===== config.mk =====
export PLATFORM = sky130hd
export DESIGN_NAME = sbm_top
export DESIGN_NICKNAME = d
export VERILOG_FILES = /design/src/rtl/sbm_pkg.sv /design/src/rtl/sbm_timing_regs.sv /design/src/rtl/sbm_bank_decode.sv /design/src/rtl/sbm_sequencer.sv /design/src/rtl/sbm_top.sv
export SDC_FILE = /design/constraint.sdc
export NUM_CORES = 1
export LEC_CHECK = 0
export BUFFER_PORTS_ARGS = -buffer_cell sky130_fd_sc_hd__buf_2
export CORE_UTILIZATION = 40
export CTS_CLUSTER_DIAMETER = 100
export DETAILED_ROUTE_END_ITERATION = 8
export HOLD_SLACK_MARGIN = 0.1
export PLACE_DENSITY = 0.68
export SKIP_CTS_REPAIR_TIMING = 1
export SLEW_MARGIN = 20
export SYNTH_ARGS = -nofsm -noshare
export SYNTH_HDL_FRONTEND = slang
export SYNTH_SLANG_ARGS = --single-unit
export TNS_END_PERCENT = 5

===== constraint.sdc =====
create_clock -name clk -period 4.9 [get_ports clk]
set_input_delay 0.245 -clock clk [delete_from_list [all_inputs] [get_ports clk]]
set_output_delay 0.245 -clock clk [all_outputs]
set_load 0.02 [all_outputs]

===== src/rtl/sbm_pkg.sv =====
package sbm_pkg;

  localparam int TIM_W = 5;

  typedef struct packed {
    logic [TIM_W-1:0] addset;
    logic [TIM_W-1:0] datset;
    logic [TIM_W-1:0] hold;
    logic [TIM_W-1:0] turn;
  } bank_timing_t;

  typedef enum logic [2:0] {
    ST_IDLE = 3'd0,
    ST_ADDR = 3'd1,
    ST_DATA = 3'd2,
    ST_HOLD = 3'd3,
    ST_TURN = 3'd4
  } seq_state_t;

endpackage


===== src/rtl/sbm_timing_regs.sv =====
module sbm_timing_regs
  import sbm_pkg::*;
#(
  parameter int NUM_BANKS  = 4,
  parameter int BANK_W     = $clog2(NUM_BANKS),
  parameter int DEF_ADDSET = 14,
  parameter int DEF_DATSET = 16,
  parameter int DEF_HOLD   = 0,
  parameter int DEF_TURN   = 0
) (
  input  logic              clk,
  input  logic              rst_n,
  input  logic              wr_en,
  input  logic [BANK_W-1:0] wr_bank,
  input  bank_timing_t      wr_val,
  input  logic [BANK_W-1:0] rd_bank,
  output bank_timing_t      rd_val
);

  localparam bank_timing_t RESET_VAL = '{
    addset: TIM_W'(DEF_ADDSET),
    datset: TIM_W'(DEF_DATSET),
    hold:   TIM_W'(DEF_HOLD),
    turn:   TIM_W'(DEF_TURN)
  };

  bank_timing_t tim_q [NUM_BANKS];

  for (genvar b = 0; b < NUM_BANKS; b++) begin : g_bank
    logic         load_en;
    bank_timing_t tim_d;

    always_comb begin
      load_en = wr_en && (wr_bank == BANK_W'(b));
      tim_d   = load_en ? wr_val : tim_q[b];
    end

    always_ff @(posedge clk or negedge rst_n) begin
      if (!rst_n) tim_q[b] <= RESET_VAL;
      else        tim_q[b] <= tim_d;
    end
  end

  assign rd_val = tim_q[rd_bank];

endmodule


===== src/rtl/sbm_bank_decode.sv =====
module sbm_bank_decode #(
  parameter int NUM_BANKS = 4,
  parameter int BANK_W    = $clog2(NUM_BANKS)
) (
  input  logic                 active,
  input  logic [BANK_W-1:0]    bank,
  output logic [NUM_BANKS-1:0] cs_n
);

  for (genvar b = 0; b < NUM_BANKS; b++) begin : g_cs
    assign cs_n[b] = !(active && (bank == BANK_W'(b)));
  end

endmodule


===== src/rtl/sbm_sequencer.sv =====
module sbm_sequencer
  import sbm_pkg::*;
#(
  parameter int MADDR_W = 28,
  parameter int DATA_W  = 16,
  parameter int BANK_W  = 2
) (
  input  logic               clk,
  input  logic               rst_n,
  input  logic               req_valid,
  input  logic               req_we,
  input  logic [BANK_W-1:0]  req_bank,
  input  logic [MADDR_W-1:0] req_maddr,
  input  logic [DATA_W-1:0]  req_wdata,
  input  bank_timing_t       tim_in,
  input  logic [DATA_W-1:0]  dq_in,
  output logic               req_ready,
  output logic               ack,
  output logic [DATA_W-1:0]  rdata,
  output logic               active,
  output logic [BANK_W-1:0]  cur_bank,
  output logic [MADDR_W-1:0] maddr,
  output logic               oe_n,
  output logic               we_n,
  output logic [DATA_W-1:0]  dq_out,
  output logic               dq_oe
);

  seq_state_t         state_q, state_d;
  logic [TIM_W-1:0]   cnt_q, cnt_d;
  bank_timing_t       tim_q, tim_d;
  logic [MADDR_W-1:0] addr_q, addr_d;
  logic [DATA_W-1:0]  wdata_q, wdata_d;
  logic               we_q, we_d;
  logic [BANK_W-1:0]  bank_q, bank_d;
  logic               ack_q, ack_d;
  logic [DATA_W-1:0]  rdata_q;
  logic               rdata_en;
  logic               accept;
  logic               last_cnt;

  function automatic logic [TIM_W-1:0] data_load(input logic [TIM_W-1:0] v);
    return (v == '0) ? '0 : v - 1'b1;
  endfunction

  assign accept   = (state_q == ST_IDLE) && req_valid;
  assign last_cnt = (cnt_q == '0);
  assign rdata_en = (state_q == ST_DATA) && last_cnt && !we_q;

  // next-state process
  always_comb begin
    state_d = state_q;
    cnt_d   = cnt_q;
    tim_d   = tim_q;
    addr_d  = addr_q;
    wdata_d = wdata_q;
    we_d    = we_q;
    bank_d  = bank_q;
    ack_d   = 1'b0;
    unique case (state_q)
      ST_IDLE: begin
        if (accept) begin
          tim_d   = tim_in;
          addr_d  = req_maddr;
          wdata_d = req_wdata;
          we_d    = req_we;
          bank_d  = req_bank;
          if (tim_in.addset != '0) begin
            state_d = ST_ADDR;
            cnt_d   = tim_in.addset - 1'b1;
          end else begin
            state_d = ST_DATA;
            cnt_d   = data_load(tim_in.datset);
          end
        end
      end
      ST_ADDR: begin
        if (last_cnt) begin
          state_d = ST_DATA;
          cnt_d   = data_load(tim_q.datset);
        end else begin
          cnt_d = cnt_q - 1'b1;
        end
      end
      ST_DATA: begin
        if (last_cnt) begin
          if (tim_q.hold != '0) begin
            state_d = ST_HOLD;
            cnt_d   = tim_q.hold - 1'b1;
          end else if (tim_q.turn != '0) begin
            state_d = ST_TURN;
            cnt_d   = tim_q.turn - 1'b1;
          end else begin
            state_d = ST_IDLE;
            ack_d   = 1'b1;
          end
        end else begin
          cnt_d = cnt_q - 1'b1;
        end
      end
      ST_HOLD: begin
        if (last_cnt) begin
          if (tim_q.turn != '0) begin
            state_d = ST_TURN;
            cnt_d   = tim_q.turn - 1'b1;
          end else begin
            state_d = ST_IDLE;
            ack_d   = 1'b1;
          end
        end else begin
          cnt_d = cnt_q - 1'b1;
        end
      end
      ST_TURN: begin
        if (last_cnt) begin
          state_d = ST_IDLE;
          ack_d   = 1'b1;
        end else begin
          cnt_d = cnt_q - 1'b1;
        end
      end
      default: state_d = ST_IDLE;
    endcase
  end

  // register process
  always_ff @(posedge clk or negedge rst_n) begin
    if (!rst_n) begin
      state_q <= ST_IDLE;
      cnt_q   <= '0;
      tim_q   <= '0;
      addr_q  <= '0;
      wdata_q <= '0;
      we_q    <= 1'b0;
      bank_q  <= '0;
      ack_q   <= 1'b0;
    end else begin
      state_q <= state_d;
      cnt_q   <= cnt_d;
      tim_q   <= tim_d;
      addr_q  <= addr_d;
      wdata_q <= wdata_d;
      we_q    <= we_d;
      bank_q  <= bank_d;
      ack_q   <= ack_d;
    end
  end

  always_ff @(posedge clk or negedge rst_n) begin
    if (!rst_n)        rdata_q <= '0;
    else if (rdata_en) rdata_q <= dq_in;
  end

  assign req_ready = (state_q == ST_IDLE);
  assign ack       = ack_q;
  assign rdata     = rdata_q;
  assign active    = (state_q != ST_IDLE);
  assign cur_bank  = bank_q;
  assign maddr     = addr_q;
  assign oe_n      = !((state_q == ST_DATA) && !we_q);
  assign we_n      = !((state_q == ST_DATA) && we_q);
  assign dq_out    = wdata_q;
  assign dq_oe     = we_q && ((state_q == ST_ADDR) || (state_q == ST_DATA) ||
                              (state_q == ST_HOLD));


  strobe_excl_chk: assert property (@(posedge clk) disable iff (!rst_n)
    !(!oe_n && !we_n));


  ack_single_chk: assert property (@(posedge clk) disable iff (!rst_n)
    ack |=> !ack);


  addr_stable_chk: assert property (@(posedge clk) disable iff (!rst_n)
    (active && $past(active)) |-> $stable(maddr));


  dq_contention_chk: assert property (@(posedge clk) disable iff (!rst_n)
    dq_oe |-> oe_n);


  busy_ready_chk: assert property (@(posedge clk) disable iff (!rst_n)
    active |-> !req_ready);

endmodule


===== src/rtl/sbm_top.sv =====
module sbm_top
  import sbm_pkg::*;
#(
  parameter int ADDR_W     = 30,
  parameter int DATA_W     = 16,
  parameter int NUM_BANKS  = 4,
  parameter int DEF_ADDSET = 14,
  parameter int DEF_DATSET = 16,
  parameter int DEF_HOLD   = 0,
  parameter int DEF_TURN   = 0,
  localparam int BANK_W    = $clog2(NUM_BANKS),
  localparam int MADDR_W   = ADDR_W - BANK_W
) (
  input  logic                 clk,
  input  logic                 rst_n,
  input  logic                 cfg_we,
  input  logic [BANK_W-1:0]    cfg_bank,
  input  logic [TIM_W-1:0]     cfg_addset,
  input  logic [TIM_W-1:0]     cfg_datset,
  input  logic [TIM_W-1:0]     cfg_hold,
  input  logic [TIM_W-1:0]     cfg_turn,
  input  logic                 req_valid,
  output logic                 req_ready,
  input  logic                 req_we,
  input  logic [ADDR_W-1:0]    req_addr,
  input  logic [DATA_W-1:0]    req_wdata,
  output logic                 ack,
  output logic [DATA_W-1:0]    rdata,
  output logic [NUM_BANKS-1:0] mem_cs_n,
  output logic [MADDR_W-1:0]   mem_addr,
  output logic                 mem_oe_n,
  output logic                 mem_we_n,
  output logic [DATA_W-1:0]    mem_dq_out,
  output logic                 mem_dq_oe,
  input  logic [DATA_W-1:0]    mem_dq_in
);

  logic [1:0]        rst_sync_q;
  logic              rst_n_int;
  logic [BANK_W-1:0] req_bank;
  bank_timing_t      cfg_val;
  bank_timing_t      sel_tim;
  logic              active;
  logic [BANK_W-1:0] cur_bank;

  always_ff @(posedge clk or negedge rst_n) begin
    if (!rst_n) rst_sync_q <= 2'b00;
    else        rst_sync_q <= {rst_sync_q[0], 1'b1};
  end
  assign rst_n_int = rst_sync_q[1];

  assign req_bank = req_addr[ADDR_W-1 -: BANK_W];
  assign cfg_val  = '{addset: cfg_addset, datset: cfg_datset,
                      hold: cfg_hold, turn: cfg_turn};

  sbm_timing_regs #(
    .NUM_BANKS (NUM_BANKS),
    .BANK_W    (BANK_W),
    .DEF_ADDSET(DEF_ADDSET),
    .DEF_DATSET(DEF_DATSET),
    .DEF_HOLD  (DEF_HOLD),
    .DEF_TURN  (DEF_TURN)
  ) u_timing (
    .clk    (clk),
    .rst_n  (rst_n_int),
    .wr_en  (cfg_we),
    .wr_bank(cfg_bank),
    .wr_val (cfg_val),
    .rd_bank(req_bank),
    .rd_val (sel_tim)
  );

  sbm_sequencer #(
    .MADDR_W(MADDR_W),
    .DATA_W (DATA_W),
    .BANK_W (BANK_W)
  ) u_seq (
    .clk      (clk),
    .rst_n    (rst_n_int),
    .req_valid(req_valid),
    .req_we   (req_we),
    .req_bank (req_bank),
    .req_maddr(req_addr[MADDR_W-1:0]),
    .req_wdata(req_wdata),
    .tim_in   (sel_tim),
    .dq_in    (mem_dq_in),
    .req_ready(req_ready),
    .ack      (ack),
    .rdata    (rdata),
    .active   (active),
    .cur_bank (cur_bank),
    .maddr    (mem_addr),
    .oe_n     (mem_oe_n),
    .we_n     (mem_we_n),
    .dq_out   (mem_dq_out),
    .dq_oe    (mem_dq_oe)
  );

  sbm_bank_decode #(
    .NUM_BANKS(NUM_BANKS),
    .BANK_W   (BANK_W)
  ) u_decode (
    .active(active),
    .bank  (cur_bank),
    .cs_n  (mem_cs_n)
  );


  cs_onehot_chk: assert property (@(posedge clk) disable iff (!rst_n_int)
    $onehot0(~mem_cs_n));


  strobe_under_cs_chk: assert property (@(posedge clk) disable iff (!rst_n_int)
    (!mem_oe_n || !mem_we_n) |-> (mem_cs_n != '1));


  ack_after_cs_chk: assert property (@(posedge clk) disable iff (!rst_n_int)
    ack |-> (mem_cs_n == '1));

endmodule


# Yosys cells after proc, flatten, opt, wreduce, memory -nomap -nowiden
# Index checks and enable logic that the tools add are counted.
# W data, S select, Z words.
# word_totals
ff_bits	169
latchBits	0
ramBits	0
mem_bits_ro	0
in_bits	89
out_inout_bits	69
word_cells	118
mem_count	0
# classes
add_sub_neg	6
mul	0
div	0
magnitude_cmp	1
n_eq_ne	16
shift	0
muxes	29
bitwise_logic	1
n_reduce_logical	37
# op_table
op	count
$mux W5	10
$bmux W20 S2	1
$mux W20	2
$sub A5 B1 Y5 const B	6
$pmux W5 S5	1
$mux W3	7
$reduce_bool A5 Y1	4
$logic_not A5 Y1	3
$pmux W3 S5	1
$logic_and A1 B1 Y1	14
$ne A2 B1 Y1 const B	5
$eq A2 B2 Y1 const B	4
$logic_not A1 Y1	7
$eq A3 B2 Y1 const B	2
$mux W1	5
$reduce_and A5 Y1	1
$eq A2 B1 Y1 const B	2
$logic_not A2 Y1	2
$eq A3 B1 Y1 const B	1
$eq A3 B3 Y1 const B	1
$ge A3 B3 Y1 const B	1
$logic_not A3 Y1	1
$not A2 Y3	1
$pmux W1 S3	1
other kinds (6)	7

# Longest topological paths before layout
# logic_depth
ltp_word	9
depth_mapped	10
ltp_nobuf	9

# Hierarchy
# Synthesis repeated with hierarchy kept, for this count alone.
# unflattened
cells_unflattened	548
area_unflattened_um2	7728.7
# by_module_without_submodules
mod	n_inst	cells_per_inst	area_per_inst_um2	seq_area_each_um2
sbm_sequencer	1	345	4170.2	2177.1
sbm_timing_regs	1	196	3475.8	2021.9
sbm_top	1	3	53.8	50.0
sbm_bank_decode	1	4	28.8	0.0

# Worst setup path after synthesis
# Ideal clock, no wire load.
# synth_timing
kind	register -> register
start	register u_seq.state_q[1]
end	register u_seq.wdata_q[0], in the netlist u_seq.dq_out[0]
setup_ns	0.125
arrival_ns	2.239
t_required_ns	4.775
path_slack_ns	2.536
path_stages_with_launch	7
n_path_buf	3
period_less_slack_ns	2.364
cell_sequence	dfrtp_1 buf_2 nor3_1 and2_1 clkbuf_1 buf_2 mux2_2
# synth_between
elab_chain_cells	3
# synth_lines
element	line_no	text
from (decl)	sbm_sequencer.sv:29	seq_state_t state_q, state_d;
from (signal assigned)	sbm_sequencer.sv:138	state_q <= state_d;
$logic_not A3 Y1 (*)	-	
net req_ready	sbm_top.sv:23	output logic req_ready,
$logic_and A1 B1 Y1	sbm_sequencer.sv:46	assign accept = (state_q == ST_IDLE) && req_valid;
$reduce_and A2 Y1 (no line) (*)	-	
to (signal assigned)	sbm_sequencer.sv:142	wdata_q <= wdata_d;
to (decl)	sbm_sequencer.sv:33	logic [DATA_W-1:0] wdata_q, wdata_d;
# The timed path passes the listed nets; every way through them passes the cells marked *.
# A chain may end at the register's enable or synchronous reset.

# Worst setup path in the final report
# layout_timing
start	register u_seq.cnt_q[0]
end	register u_seq.cnt_q[2]
# layout_between
elab_chain_cells	3
elab_cells_between_ends	9
cone_classes	1 x add/sub; 1 x eq/ne; 5 x mux; 2 x reduce/logical
# layout_lines
element	line_no	text
from (decl)	sbm_sequencer.sv:30	logic [TIM_W-1:0] cnt_q, cnt_d;
from (signal assigned)	sbm_sequencer.sv:139	cnt_q <= cnt_d;
$sub A5 B1 Y5 / $logic_not A5 Y1 (equally long branches)	-	
$mux W5 (tied with other cells)	sbm_sequencer.sv:115	if (last_cnt) begin
$pmux W5 S5 / $reduce_and A3 Y1 (equally long branches)	-	
# Parallel ways exist; a longest one is shown, timed or not. The select of a mux whose other input is x is not followed.

==> results_dict.tcl <==
set metrics [dict create \
    status "completed" \
    min_to "u_timing.tim_q[54]" \
    fin_nets 870 \
    hold_depth 2 \
    ir_drop_mv 0.283 \
    grt_pass1_wl_um 27000 \
    combPwrFrac 0.366 \
    cts_tree "built" \
    synthMuxAreaShare 0.288 \
    wl_um 17300 \
    core-area_sq_um 18700 \
    drt.antenna.violating_nets 0 \
    rows 50 \
    yosysWarningCount 0 \
    synth_compound_area_frac 0.0473 \
    start_util 0.408 \
    p_seq_frac 0.385 \
    synth-main-ff-cell "dfrtp_1" \
    drc 0 \
    power_leakage_uw 0.00442 \
    gp_congestion 0.867 \
    placed_cell_area_sq_um 8650 \
    grt_max_degree 65 \
    synth-edff-count 0 \
    clock_sinks 169 \
    clk_pin_slew_ns 0.07 \
    design_area_sq_um 10000 \
    p_sw_uw 2060 \
    synth_cells 549 \
    max_slew_margin 0.447 \
    die_w_um 140 \
    antenna_found_initial 0 \
    endpoint_kind "register" \
    switching_share 0.353 \
    overflow 0 \
    path_max_fanout 9 \
    drtPass1Iterations 6 \
    finClkSkew_ns 0.00694 \
    io_pins 158 \
    maxCapViolCount 0 \
    vias 5221 \
    worst_pin_slew_ns 0.830 \
    drt-initial-drc-count 249 \
    crit_arrival_ns 3.18 \
    hold_violations 0 \
    synth_top_family_by_area "multiplexers" \
    h-tree-depth 4 \
    period_share 0.590 \
    drt-wirelength-per-cell_um 16.9 \
    setup_viol 0 \
    critPathRequiredTime_ns 5.18 \
    ff2ff_path_depth 8 \
    total_power_uw 5830 \
    fin_tns_setup_ns 0 \
    yosys_register_bits 169 \
    power_density_nw_per_um2 581 \
    cts-root-buf "clkbuf_16" \
    min-delay-start "cfg_datset[4]" \
    grt_pass1_vias 5202 \
    p_clk_frac 0.249 \
    async_reset_ff_frac 1.00 \
    hp-class "in2reg" \
    syn-num-nets 644 \
    drive_above_1_share 0.487 \
    reg2reg_slack_ns 2.01 \
    startpoint "u_seq.cnt_q[0]" \
    grt_use_total 0.176 \
    synth.avg_cell_area_sq_um 13.9 \
    drv_slew 0 \
    cts_buffers 17 \
    netlist_area_sq_um 7640 \
    period_needed_ns 2.89 \
    whs_ns 0.0946 \
    port_buffers 157 \
    synth.yosys.seq_area_share 0.556 \
    die_y_um 140 \
    die-area_sq_um 19700 \
    setup.worst_path.start_class "register" \
    yosys.cell_types.count 56 \
    synthAdderAreaFrac 0.00982 \
    yosys.area_share.simple 0.0634 \
    clock.fmax_mhz 346 \
    vias_per_cell 5.11 \
    r2r_end "u_seq.cnt_q[2]" \
    p_int_uw 3770 \
    synth_xor_area_frac 0.00917 \
    crit_type "reg2reg" \
    area_growth_pct 31.3 \
    fill_cells 1557 \
    diodes 0 \
    cts_buffer_depth 2 \
    reg2reg_from "u_seq.cnt_q[0]" \
    rsz0062_at_grt "no" \
    insertion_delay_ns 0.43 \
    dp_hpwl_um 11500 \
]
placed cells by master, fill, tap and decap left out, types with 5 or more instances in the layout:
cell type,count
nand2_1,22
nor2_1,16
inv_6,6
nor3_1,8
ha_1,6
mux2_2,150
inv_1,18
buf_2,157
dfrtp_1,152
mux4_1,7
buf_4,5
o21ai_0,19
nand2b_1,8
dfstp_2,16
dlygate4sd3_1,73
clkbuf_16,17
or3_1,5
nand3_1,5
mux4_2,13
a21oi_1,10
worst max-delay path by stage:
stage | end | slack, ns | cells past startpoint
after floorplan | u_seq.ack | 2.12 | 0
after global placement | u_seq.cnt_q[0] | 1.94 | 10
after detailed placement | u_seq.cnt_q[0] | 1.88 | 10
after CTS | u_seq.dq_out[3] | 2.00 | 4
after global routing | u_seq.maddr[2] | 1.76 | 4
final | u_seq.cnt_q[2] | 2.01 | 8
area by class of cell:
class	instances	area (sq um)	share of cell area
flip-flops and latches	169	4250	0.424
multi-input cells	333	3200	0.319
repair buffers	236	1570	0.156
clock buffers	18	439	0.0438
well taps	234	293	0.0292
clock inverters	14	208	0.0207
inverters	18	67.6	0.00673
per-stage QoR:
| stage | utilization | setup slack [ns] | instances |
|---|---|---|---|
| 2_1_floorplan | - | 2.12 | 549 |
| 3_3_place_gp | 0.462 | 1.94 | 916 |
| 3_5_place_dp | 0.463 | 1.88 | 917 |
| 4_1_cts | 0.497 | 2.00 | 949 |
| 5_1_grt | 0.536 | 1.76 | 1022 |
| 6_report | 0.536 | 2.01 | 1022 |
metal layers:
layer	global-route usage	vias up	wire length, um
met5	0	-	0
met3	0.0496	12	861
met2	0.282	149	8320
met1	0.233	2606	7930
li1	-	2454	-
met4	0.0544	0	176
critical path: stages, from the launching register on:
cell,delay (ns)
dfrtp_1,0.44
inv_1,0.07
ha_1,0.22
or4b_1,0.38
nand2_1,0.14
a21oi_1,0.51
o21ai_0,0.29
nor4_1,0.52
o21ai_0,0.18
synthesized netlist by cell type (7+ instances only):
cell type	count	area, sq um
o21ai_0	19	95.1
dfstp_2	16	420
nor3_1	8	40.0
buf_2	10	50.1
a21oi_1	10	50.1
nand2b_1	8	50.1
mux4_2	13	293
nand2_1	22	82.6
mux2_2	150	1690
mux4_1	7	184
inv_1	18	67.6
nor2_1	16	60.1
dfrtp_1	153	3830
clkbuf_1	16	60.1
sequential cells by signal, summed over array words and instances (netlist names):
| name | flops |
|---|---|
| u_timing.tim_q | 80 |
| u_seq.maddr | 28 |
| u_seq.dq_out | 16 |
| u_seq.rdata | 16 |
| u_seq.tim_q | 15 |
| u_seq.cnt_q | 5 |
| u_seq.state_q | 3 |
| rst_sync_q | 2 |
| u_seq.cur_bank | 2 |
| u_seq.ack | 1 |
| u_seq.we_q | 1 |
logic make-up after synthesis:
logic type | after synthesis
AOI/OAI and AO/OA | 56
xor gates and xnor gates | 8
adders and majority gates | 6
buffers and inverters | 47
DFF | 169
muxes | 173
other | 1
and+or+nand+nor | 89
power groups by stage:
stage / clock, uW / sequential, uW / combinational [uW]
final: 1450 / 2240 / 2130
after global routing: 1550 / 2310 / 2320
after CTS: 1500 / 2240 / 2100
after detailed placement: 0 / 2260 / 2090
after floorplan: 0 / 2490 / 1190
after global placement: 0 / 2230 / 2040
Note: power is estimated with default switching activity, not from simulation.
